**src/rtl/hilo_mult_pkg.sv**
```systemverilog
package hilo_mult_pkg;
  typedef enum logic {
    MUL_UNSIGNED = 1'b0,
    MUL_SIGNED   = 1'b1
  } mul_mode_e;

  typedef enum logic [1:0] {
    BOOTH_HOLD_0 = 2'b00,
    BOOTH_ADD    = 2'b01,
    BOOTH_SUB    = 2'b10,
    BOOTH_HOLD_1 = 2'b11
  } booth_pair_e;
endpackage

```
**src/rtl/hilo_booth_step.sv**
```systemverilog
module hilo_booth_step
  import hilo_mult_pkg::*;
#(
  parameter int ACC_W = 10,
  parameter int MQ_W  = 9
) (
  input  logic [ACC_W-1:0] acc_i,
  input  logic [MQ_W-1:0]  mq_i,
  input  logic             q1_i,
  input  logic [ACC_W-1:0] mcand_i,
  output logic [ACC_W-1:0] acc_o,
  output logic [MQ_W-1:0]  mq_o,
  output logic             q1_o
);
  logic [ACC_W-1:0] sum;
  booth_pair_e      pair;

  always_comb begin
    pair = booth_pair_e'({mq_i[0], q1_i});
    unique case (pair)
      BOOTH_ADD: sum = acc_i + mcand_i;
      BOOTH_SUB: sum = acc_i - mcand_i;
      default:   sum = acc_i;
    endcase
    acc_o = {sum[ACC_W-1], sum[ACC_W-1:1]};
    mq_o  = {sum[0], mq_i[MQ_W-1:1]};
    q1_o  = mq_i[0];
  end
endmodule

```
**src/rtl/hilo_mult_engine.sv**
```systemverilog
module hilo_mult_engine
  import hilo_mult_pkg::*;
#(
  parameter int WIDTH = 32
) (
  input  logic             clk,
  input  logic             rst_n,
  input  logic             start,
  input  mul_mode_e        mode,
  input  logic [WIDTH-1:0] opnd_a,
  input  logic [WIDTH-1:0] opnd_b,
  output logic             busy,
  output logic             done,
  output mul_mode_e        done_mode,
  output logic [2*WIDTH-1:0] product
);
  localparam int EXT_W = WIDTH + 1;
  localparam int ACC_W = WIDTH + 2;
  localparam int ITER  = WIDTH + 1;
  localparam int CNT_W = $clog2(ITER + 1);

  logic [ACC_W-1:0] acc_q, acc_n, mcand_q;
  logic [EXT_W-1:0] mq_q, mq_n;
  logic             q1_q, q1_n;
  logic [CNT_W-1:0] cnt_q;
  logic             busy_q;
  mul_mode_e        mode_q;

  logic             ext_a, ext_b;
  logic [ACC_W-1:0] a_wide;
  logic [EXT_W-1:0] b_wide;

  always_comb begin
    ext_a  = (mode == MUL_SIGNED) & opnd_a[WIDTH-1];
    ext_b  = (mode == MUL_SIGNED) & opnd_b[WIDTH-1];
    a_wide = {ext_a, ext_a, opnd_a};
    b_wide = {ext_b, opnd_b};
  end

  hilo_booth_step #(.ACC_W(ACC_W), .MQ_W(EXT_W)) u_step (
    .acc_i   (acc_q),
    .mq_i    (mq_q),
    .q1_i    (q1_q),
    .mcand_i (mcand_q),
    .acc_o   (acc_n),
    .mq_o    (mq_n),
    .q1_o    (q1_n)
  );

  assign done      = busy_q && (cnt_q == CNT_W'(1));
  assign busy      = busy_q;
  assign done_mode = mode_q;
  assign product   = {acc_n[WIDTH-2:0], mq_n};

  always_ff @(posedge clk or negedge rst_n) begin
    if (!rst_n) begin
      acc_q   <= '0;
      mq_q    <= '0;
      q1_q    <= 1'b0;
      mcand_q <= '0;
      cnt_q   <= '0;
      busy_q  <= 1'b0;
      mode_q  <= MUL_UNSIGNED;
    end else if (start && !busy_q) begin
      acc_q   <= '0;
      mq_q    <= b_wide;
      q1_q    <= 1'b0;
      mcand_q <= a_wide;
      cnt_q   <= CNT_W'(ITER);
      busy_q  <= 1'b1;
      mode_q  <= mode;
    end else if (busy_q) begin
      acc_q  <= acc_n;
      mq_q   <= mq_n;
      q1_q   <= q1_n;
      cnt_q  <= cnt_q - CNT_W'(1);
      busy_q <= !done;
    end
  end

  // acceptance loads the full iteration count
  a_r2_start_loads: assert property (@(posedge clk) disable iff (!rst_n)
    (start && !busy_q) |=> (busy_q && cnt_q == CNT_W'(ITER)));

  // the final step returns the engine to idle
  a_r2_done_idle: assert property (@(posedge clk) disable iff (!rst_n)
    done |=> !busy_q);

  // the engine stays busy until the count runs out
  a_r2_busy_held: assert property (@(posedge clk) disable iff (!rst_n)
    (busy_q && !done) |=> busy_q);
endmodule

```
**src/rtl/hilo_result_regs.sv**
```systemverilog
module hilo_result_regs
  import hilo_mult_pkg::*;
#(
  parameter int WIDTH = 32
) (
  input  logic               clk,
  input  logic               rst_n,
  input  logic               done,
  input  mul_mode_e          done_mode,
  input  logic [2*WIDTH-1:0] product,
  output logic [WIDTH-1:0]   hi,
  output logic [WIDTH-1:0]   lo,
  output logic               fits
);
  logic [WIDTH-1:0] hi_q, lo_q, hi_n, lo_n;
  logic             fits_q, fits_n;
  mul_mode_e        last_mode_q;

  always_comb begin
    hi_n = product[2*WIDTH-1:WIDTH];
    lo_n = product[WIDTH-1:0];
    if (done_mode == MUL_SIGNED) fits_n = (hi_n == {WIDTH{lo_n[WIDTH-1]}});
    else                         fits_n = (hi_n == '0);
  end

  always_ff @(posedge clk or negedge rst_n) begin
    if (!rst_n) begin
      hi_q        <= '0;
      lo_q        <= '0;
      fits_q      <= 1'b1;
      last_mode_q <= MUL_UNSIGNED;
    end else if (done) begin
      hi_q        <= hi_n;
      lo_q        <= lo_n;
      fits_q      <= fits_n;
      last_mode_q <= done_mode;
    end
  end

  assign hi   = hi_q;
  assign lo   = lo_q;
  assign fits = fits_q;

  // results hold unless a multiply completes
  a_r6_hold: assert property (@(posedge clk) disable iff (!rst_n)
    !done |=> ($stable(hi_q) && $stable(lo_q)));

  // a set flag after unsigned means Hi is clear
  a_r8_fits_unsigned: assert property (@(posedge clk) disable iff (!rst_n)
    (fits_q && last_mode_q == MUL_UNSIGNED) |-> (hi_q == '0));

  // a set flag after signed means Hi replicates Lo's sign
  a_r9_fits_signed: assert property (@(posedge clk) disable iff (!rst_n)
    (fits_q && last_mode_q == MUL_SIGNED) |-> (hi_q == {WIDTH{lo_q[WIDTH-1]}}));
endmodule

```
**src/rtl/hilo_mult_unit.sv**
```systemverilog
module hilo_mult_unit
  import hilo_mult_pkg::*;
#(
  parameter int WIDTH = 32
) (
  input  logic             clk,
  input  logic             rst_n,
  input  logic             cmd_valid,
  output logic             cmd_ready,
  input  logic             cmd_signed,
  input  logic [WIDTH-1:0] cmd_a,
  input  logic [WIDTH-1:0] cmd_b,
  input  logic             hi_rd_req,
  output logic [WIDTH-1:0] hi_rd_data,
  input  logic             lo_rd_req,
  output logic [WIDTH-1:0] lo_rd_data,
  output logic             stall,
  output logic             fits_flag
);
  logic               eng_busy, eng_done, accept;
  mul_mode_e          eng_mode;
  logic [2*WIDTH-1:0] eng_product;

  assign cmd_ready = !eng_busy;
  assign accept    = cmd_valid && !eng_busy;
  assign stall     = (hi_rd_req || lo_rd_req) && eng_busy;

  hilo_mult_engine #(.WIDTH(WIDTH)) u_engine (
    .clk       (clk),
    .rst_n     (rst_n),
    .start     (accept),
    .mode      (mul_mode_e'(cmd_signed)),
    .opnd_a    (cmd_a),
    .opnd_b    (cmd_b),
    .busy      (eng_busy),
    .done      (eng_done),
    .done_mode (eng_mode),
    .product   (eng_product)
  );

  hilo_result_regs #(.WIDTH(WIDTH)) u_regs (
    .clk       (clk),
    .rst_n     (rst_n),
    .done      (eng_done),
    .done_mode (eng_mode),
    .product   (eng_product),
    .hi        (hi_rd_data),
    .lo        (lo_rd_data),
    .fits      (fits_flag)
  );

  // a stall never coincides with a free command slot
  a_r7_stall_busy: assert property (@(posedge clk) disable iff (!rst_n)
    stall |-> !cmd_ready);

  // offers made while busy leave the results untouched until completion
  a_r3_busy_ignores: assert property (@(posedge clk) disable iff (!rst_n)
    (!cmd_ready && !eng_done) |=> ($stable(hi_rd_data) && $stable(lo_rd_data)));
endmodule

```
**config.mk**
```make
export PLATFORM = sky130hd
export DESIGN_NAME = hilo_mult_unit
export DESIGN_NICKNAME = d
export VERILOG_FILES = /design/src/rtl/hilo_mult_pkg.sv /design/src/rtl/hilo_booth_step.sv /design/src/rtl/hilo_mult_engine.sv /design/src/rtl/hilo_result_regs.sv /design/src/rtl/hilo_mult_unit.sv
export SDC_FILE = /design/constraint.sdc
export NUM_CORES = 1
export LEC_CHECK = 0
export BUFFER_PORTS_ARGS = -buffer_cell sky130_fd_sc_hd__buf_2
export CAP_MARGIN = 15
export CORE_MARGIN = 2
export CORE_UTILIZATION = 43
export DETAILED_ROUTE_END_ITERATION = 12
export GPL_TIMING_DRIVEN = 0
export PLACE_DENSITY = 0.62
export SLEW_MARGIN = 20
export SYNTH_ARGS = -nofsm -noshare
export SYNTH_HDL_FRONTEND = slang
export SYNTH_SLANG_ARGS = --single-unit
```
**constraint.sdc**
```tcl
create_clock -name clk -period 12.41 [get_ports clk]
set_input_delay 0 -clock clk [delete_from_list [all_inputs] [get_ports clk]]
set_output_delay 0 -clock clk [all_outputs]
set_load 0.01 [all_outputs]
```
==> results of run 1 <==
worst min path at each step:
stage / slack, ns / cells after the start / end / start
after floorplan: -0.30 / 0 / u_engine.acc_q[0] / rst_n
after global placement: 0.22 / 3 / u_engine.mcand_q[26] / cmd_a[26]
after detailed placement: 0.09 / 1 / u_regs.lo[22] / rst_n
after CTS: 0.21 / 2 / u_regs.lo[22] / rst_n
after global routing: 0.25 / 2 / u_engine.mq_q[27] / rst_n
final: 0.18 / 2 / u_regs.lo[22] / rst_n
routing by layer:
layer | GRT usage (%) | part of all wire (%) | vias to the layer above
li1 | - | - | 4279
met1 | 34.15 | 46 | 4316
met2 | 39.53 | 46 | 259
met3 | 4.681 | 5.9 | 45
met5 | 0 | 0 | -
met4 | 7.792 | 2.1 | 0
placed cells by master (no fill, tap or decap), types with 16 or more instances in the layout:
cell type	count
mux2i_1	38
inv_1	21
ha_1	37
a21o_1	19
clkbuf_1	36
clkbuf_16	17
nand3_1	17
dfrtp_1	172
nand2_1	204
mux2_2	55
dlygate4sd3_1	66
nor3_1	23
a21oi_1	44
nor2_1	50
o31ai_1	16
xnor2_1	37
o21ai_0	66
a22o_1	28
buf_2	138
flip-flops by register name, summed over array words and instances, names as in the netlist:
name                count
u_engine.acc_q         33
u_engine.done_mode      1
u_engine.q1_q           1
u_regs.lo              32
u_engine.busy           1
u_engine.cnt_q          6
u_engine.mcand_q       33
u_regs.hi              32
u_regs.fits             1
u_engine.mq_q          33
stage by stage:
stage               util (%)  hold WS [ns]  std cells  setup WS [ns]
global route           53.65        0.2459       1619          6.488
finish                 53.66        0.1798       1620          6.999
detailed placement     48.28       0.08649       1522          7.069
CTS                    53.65        0.2073       1619          6.993
global placement       48.12        0.2153       1521          7.057
floorplan                  -       -0.2956       1066          8.193
layout make-up:
| class | instances | area (sq um) | area share, % |
|---|---|---|---|
| Tap cell | 319 | 399.1 | 3.188 |
| Multi-Input combinational cell | 811 | 5420 | 43.29 |
| Antenna cell | 1 | 2.502 | 0.01999 |
| Sequential cell | 173 | 4330 | 34.59 |
| Inverter | 23 | 86.33 | 0.6895 |
| Buffer | 59 | 310.3 | 2.478 |
| Clock buffer | 19 | 442.9 | 3.538 |
| Clock inverter | 12 | 150.1 | 1.199 |
| Timing Repair Buffer | 203 | 1379 | 11.01 |
kinds of logic after synthesis:
group                      count (synthesis)  share of synthesized area, %
and+or+nand+nor                          383                         17.67
AOI/OAI and AO/OA                        253                         17.34
DFF                                      173                         42.68
muxes                                     93                         9.852
buffers and inverters                     82                         3.909
xor gates and xnor gates                  44                         3.798
adders and majority gates                 38                         4.760
timing repair:
| action | in CTS | in global routing |
|---|---|---|
| hold buffers | 66 | 0 |
| setup buffers | 0 | 0 |
| endpoints found under the hold margin | 159 | 0 |
==> results.py, run 1 <==
metrics = {
    "clock_network": {
        "htree_levels": 4,
        "cts_resized": 0,
        "cts_buffer_depth": 2,
        "cts_tree": "done",
        "clk_pin_slew_ns": 0.07,
        "cts_buffers": 17,
        "clk_latency_ns": 0.44,
        "root_buffer": "clkbuf_16",
        "clock_sinks": 173,
    },
    "logic_synthesis": {
        "synthCells": 1066,
        "synth_edf_count": 0,
        "yosysMostFrequentCell": "nand2_1",
        "syn_avg_cell_area_sq_um": 9.519,
        "ys.flop_type": "dfrtp_1",
        "yosysSeqAreaShare_pct": 42.68,
        "synth_cell_types": 81,
        "async_reset_ff_share_pct": 100.0,
        "synth.top_cell.area_share_pct": 42.42,
        "synth.net_count": 1174,
        "ys_ff_latch": 173,
        "synthTopCellsByArea": "dfrtp_1, nand2_1, mux2_2, ha_1, mux2i_1",
        "synthTopCellsByCount": "nand2_1, dfrtp_1, o21ai_0, mux2_2, nor2_1",
        "synth_area_sq_um": 10150,
        "yosysWarnings": 0,
        "synth.largest_area_cell": "dfrtp_1",
    },
    "global_route": {
        "grt_pass1_vias": 8754,
        "grt_util_all_layers_pct": 24.75,
        "antenna_found_initial": 1,
        "grt_max_degree": 94,
        "grt_pass1_wl_microns": 47860,
        "grt_overflow": 0,
    },
    "floorplanning": {
        "die_w_microns": 157.6,
        "rows": 56,
        "io_pins": 137,
        "core-area_sq_um": 23330,
        "start_util_pct": 43.49,
        "dieArea_sq_um": 24840,
        "dieHeight_microns": 157.6,
    },
    "timing": {
        "fin_crit_ns": 5.411,
        "setup_violations": 0,
        "tns_ns": 0,
        "fmax_ghz": 0.1848,
        "skew_ns": 0.01320,
        "slew_violations": 0,
        "period_share_pct": 43.60,
        "max-slew-margin-rel_pct": 37.05,
        "tightest_slew_ns": 0.9296,
        "finalHoldViolations": 0,
        "rsz0062_at_grt": "false",
    },
    "route": {
        "ant_nets": 0,
        "via_count": 8899,
        "drt_iter0_drc": 673,
        "drt-pass1-iter-count": 5,
        "finalWirelength_microns": 29880,
        "viasPerCell": 5.493,
        "drc": 0,
        "wl_per_cell_microns": 18.44,
    },
    "worst_setup_path": {
        "timing.rr.end": "u_regs.fits",
        "crit_buf_inv": 2,
        "crit_chain": "nor2_1 -> nor4b_2 -> nand2b_1 -> nor3b_1 -> and2_1 -> and3_1 -> a21oi_1 -> xnor2_1 -> ha_1 -> inv_1 -> or4_1 -> inv_1 -> nor4b_1 -> a21oi_1 -> o311ai_1 -> or4_1 -> nor3b_1 -> nand4_1 -> o22ai_1 -> a21o_1",
        "crit_path_end_kind": "register",
        "critPathLaunchType": "register",
        "r2r_setup_slack_ns": 7.00,
        "critical_path.startpoint": "u_engine.mcand_q[2]",
        "cp.depth": 20,
        "cp_top_family": "simple AND/OR/NAND/NOR gates",
        "slowest_delay_ns": 0.58,
        "path_max_fanout": 6,
        "path_class": "register to register",
        "crit_required_ns": 12.79,
        "r2r-start": "u_engine.mcand_q[2]",
        "crit_end": "u_regs.fits",
        "crit_slowest_cell": "or4_1",
        "r2r_cells": 20,
        "arrival_ns": 5.79,
    },
    "cells_and_area": {
        "final_area_sq_um": 12520,
        "area_growth_pct": 23.39,
        "nNetsFinal": 1396,
        "fillCellCount": 2145,
        "drive_gt1_share_pct": 20.38,
    },
    "placed_design": {
        "io_buffer_count": 136,
        "gp_congestion": 0.8980,
        "placed_cell_area_sq_um": 11260,
        "hpwlAfterDp_microns": 21640,
    },
    "hold_path": {
        "hp-class": "input pin to asynchronous set/reset pin",
    },
    "flow_run": {
        "drv_cap": 0,
    },
    "outcome": {
        "status": "finished, final reports clean",
    },
}
Power of run 1 is left out: the tool's default activity adds up to more than one toggle a clock period on the data nets, which glitch-free logic cannot reach.
==> inputs of run 2 (changes only) <==
Settings changed: PLACE_DENSITY 0.62 to 0.65.
Clock period 12.41 ns to 4.9 ns, I/O delays scaled along.
==> results.py, run 2 (synthesized netlist as in run 1, its figures left out) <==
metrics = {
    "outcome": {
        "status": "finished, final reports clean",
    },
    "route": {
        "finalWirelength_microns": 30720,
        "via_count": 9082,
        "drt_iter0_drc": 662,
        "drt-pass1-iter-count": 5,
        "ant_nets": 0,
        "drc": 0,
        "wl_per_cell_microns": 18.79,
        "viasPerCell": 5.555,
    },
    "worst_setup_path": {
        "cp_top_family": "compound AO/OA/AOI/OAI gates",
        "critPathLaunchType": "register",
        "crit_required_ns": 5.29,
        "arrival_ns": 5.12,
        "crit_slowest_cell": "dfrtp_2",
        "path_max_fanout": 8,
        "crit_chain": "inv_1 -> ha_2 -> nand2_1 -> nor3_4 -> nand2_2 -> nor2_4 -> and3_4 -> nand2_1 -> nor2_1 -> nor2_1 -> xnor2_1 -> ha_1 -> buf_4 -> a21oi_2 -> o21ai_0 -> or2_1 -> o211a_1 -> o31a_1 -> o31ai_4 -> and4_1 -> o2111ai_1 -> o22ai_1 -> a21o_1",
        "crit_path_end_kind": "register",
        "slowest_delay_ns": 0.44,
        "path_class": "register to register",
        "crit_buf_inv": 2,
    },
    "clock_network": {
        "cts_buffers": 17,
        "cts_buffer_depth": 2,
        "clk_pin_slew_ns": 0.07,
        "htree_levels": 4,
        "clock_sinks": 173,
        "root_buffer": "clkbuf_16",
        "clk_latency_ns": 0.45,
        "cts_tree": "done",
    },
    "timing": {
        "max-slew-margin-rel_pct": 36.85,
        "fmax_ghz": 0.2111,
        "period_share_pct": 96.69,
        "setup_violations": 0,
        "tns_ns": 0,
        "holdWs_ns": 0.1548,
        "finalWorstSetupSlack_ns": 0.1620,
        "tightest_slew_ns": 0.9392,
        "slew_violations": 0,
        "finalHoldViolations": 0,
        "skew_ns": 0.01428,
        "fin_crit_ns": 4.738,
    },
    "cells_and_area": {
        "nNetsFinal": 1410,
        "postLayoutCoreUtil_pct": 55.07,
        "drive_gt1_share_pct": 23.95,
        "final_cell_mix": "nand2_1, dfrtp_1, buf_2",
        "reg_top3": "u_engine.acc_q (33), u_engine.mcand_q (33), u_engine.mq_q (33)",
        "multi_input_area_sq_um": 5624,
        "final_common_cell": "nand2_1",
        "fillCellCount": 2081,
        "ff_latch_area_sq_um": 4333,
        "area_growth_pct": 26.62,
    },
    "global_route": {
        "grt_pass1_wl_microns": 48110,
        "grt_util_all_layers_pct": 24.98,
        "grt_max_degree": 89,
        "antenna_found_initial": 1,
        "grt_pass1_vias": 8844,
        "grt_overflow": 0,
    },
    "floorplanning": {
        "dieArea_sq_um": 24840,
        "dieHeight_microns": 157.6,
        "die_w_microns": 157.6,
        "core-area_sq_um": 23330,
        "rows": 56,
        "io_pins": 137,
        "start_util_pct": 43.49,
    },
    "flow_run": {
        "drv_cap": 0,
    },
    "placed_design": {
        "gp_congestion": 0.9531,
        "hpwlAfterDp_microns": 21640,
        "dp_worst_setup_slack_ns": -0.4306,
        "io_buffer_count": 136,
    },
    "hold_path": {
        "hp-class": "input pin to asynchronous set/reset pin",
    },
}
[run 2: cell count changes in the layout (fill, tap and decap cells not counted), moves of 3 or more]
cell and change:
buf_4 +14, clkbuf_1 -5, clkbuf_2 +3, clkinv_8 +4, inv_8 +3, o31ai_1 -7
o31ai_2 +6
[run 2: worst reg2reg max path: stages (launching register included)]
cell       delay (ns)
dfrtp_2          0.44
inv_1            0.09
ha_2             0.19
nand2_1          0.10
nor3_4           0.23
nand2_2          0.09
nor2_4           0.18
and3_4           0.24
nand2_1          0.07
nor2_1           0.10
nor2_1           0.05
xnor2_1          0.19
ha_1             0.26
buf_4            0.17
a21oi_2          0.16
o21ai_0          0.14
or2_1            0.30
o211a_1          0.29
o31a_1           0.35
o31ai_4          0.35
and4_1           0.24
o2111ai_1        0.13
o22ai_1          0.19
a21o_1           0.10
[run 2: layer usage]
metal	wire length (microns)	track usage, %	up-vias
met2	14460	40.49	281
met1	13710	33.36	4461
met5	0	0	-
met3	1851	5.557	46
met4	701	8.052	0
li1	-	-	4294
[run 2: final timing paths]
path                                        endpoint  slack [ns]                 from  cells past startpoint
worst min-delay path            u_engine.mcand_q[21]        0.15                rst_n                      2
worst max register to register           u_regs.fits        0.16  u_engine.mcand_q[1]                     23
worst max-delay path                     u_regs.fits        0.16  u_engine.mcand_q[1]                     23
max in group asynchronous                u_regs.fits        3.85                rst_n                      3
worst min register to register         u_regs.lo[28]        0.47        u_regs.lo[28]                      2
min in group clk                    u_engine.mq_q[1]        0.29            cmd_valid                      4
[run 2: cell type report]
type | count | area share (%)
Clock buffer | 17 | 3.311
Buffer | 58 | 2.435
Sequential cell | 173 | 33.72
Inverter | 23 | 0.6719
Tap cell | 319 | 3.106
Clock inverter | 15 | 1.315
Timing Repair Buffer | 218 | 11.65
Multi-Input combinational cell | 811 | 43.77
Antenna cell | 1 | 0.01948
[run 2: stage by stage]
step,instance area [sq um],cells
final,12850,1635
after global routing,12850,1634
after CTS,12610,1622
after detailed placement,11260,1522
after global placement,11230,1521
after floorplan,10150,1066
[run 2: timing repair]
action,in CTS,in global routing
resized for setup,18,31
pin swaps,0,9
endpoints found under the hold margin,152,0
endpoints found under the setup margin,7,3
setup buffers,0,13
hold buffers,68,0
Power of run 2 is left out for the same reason.
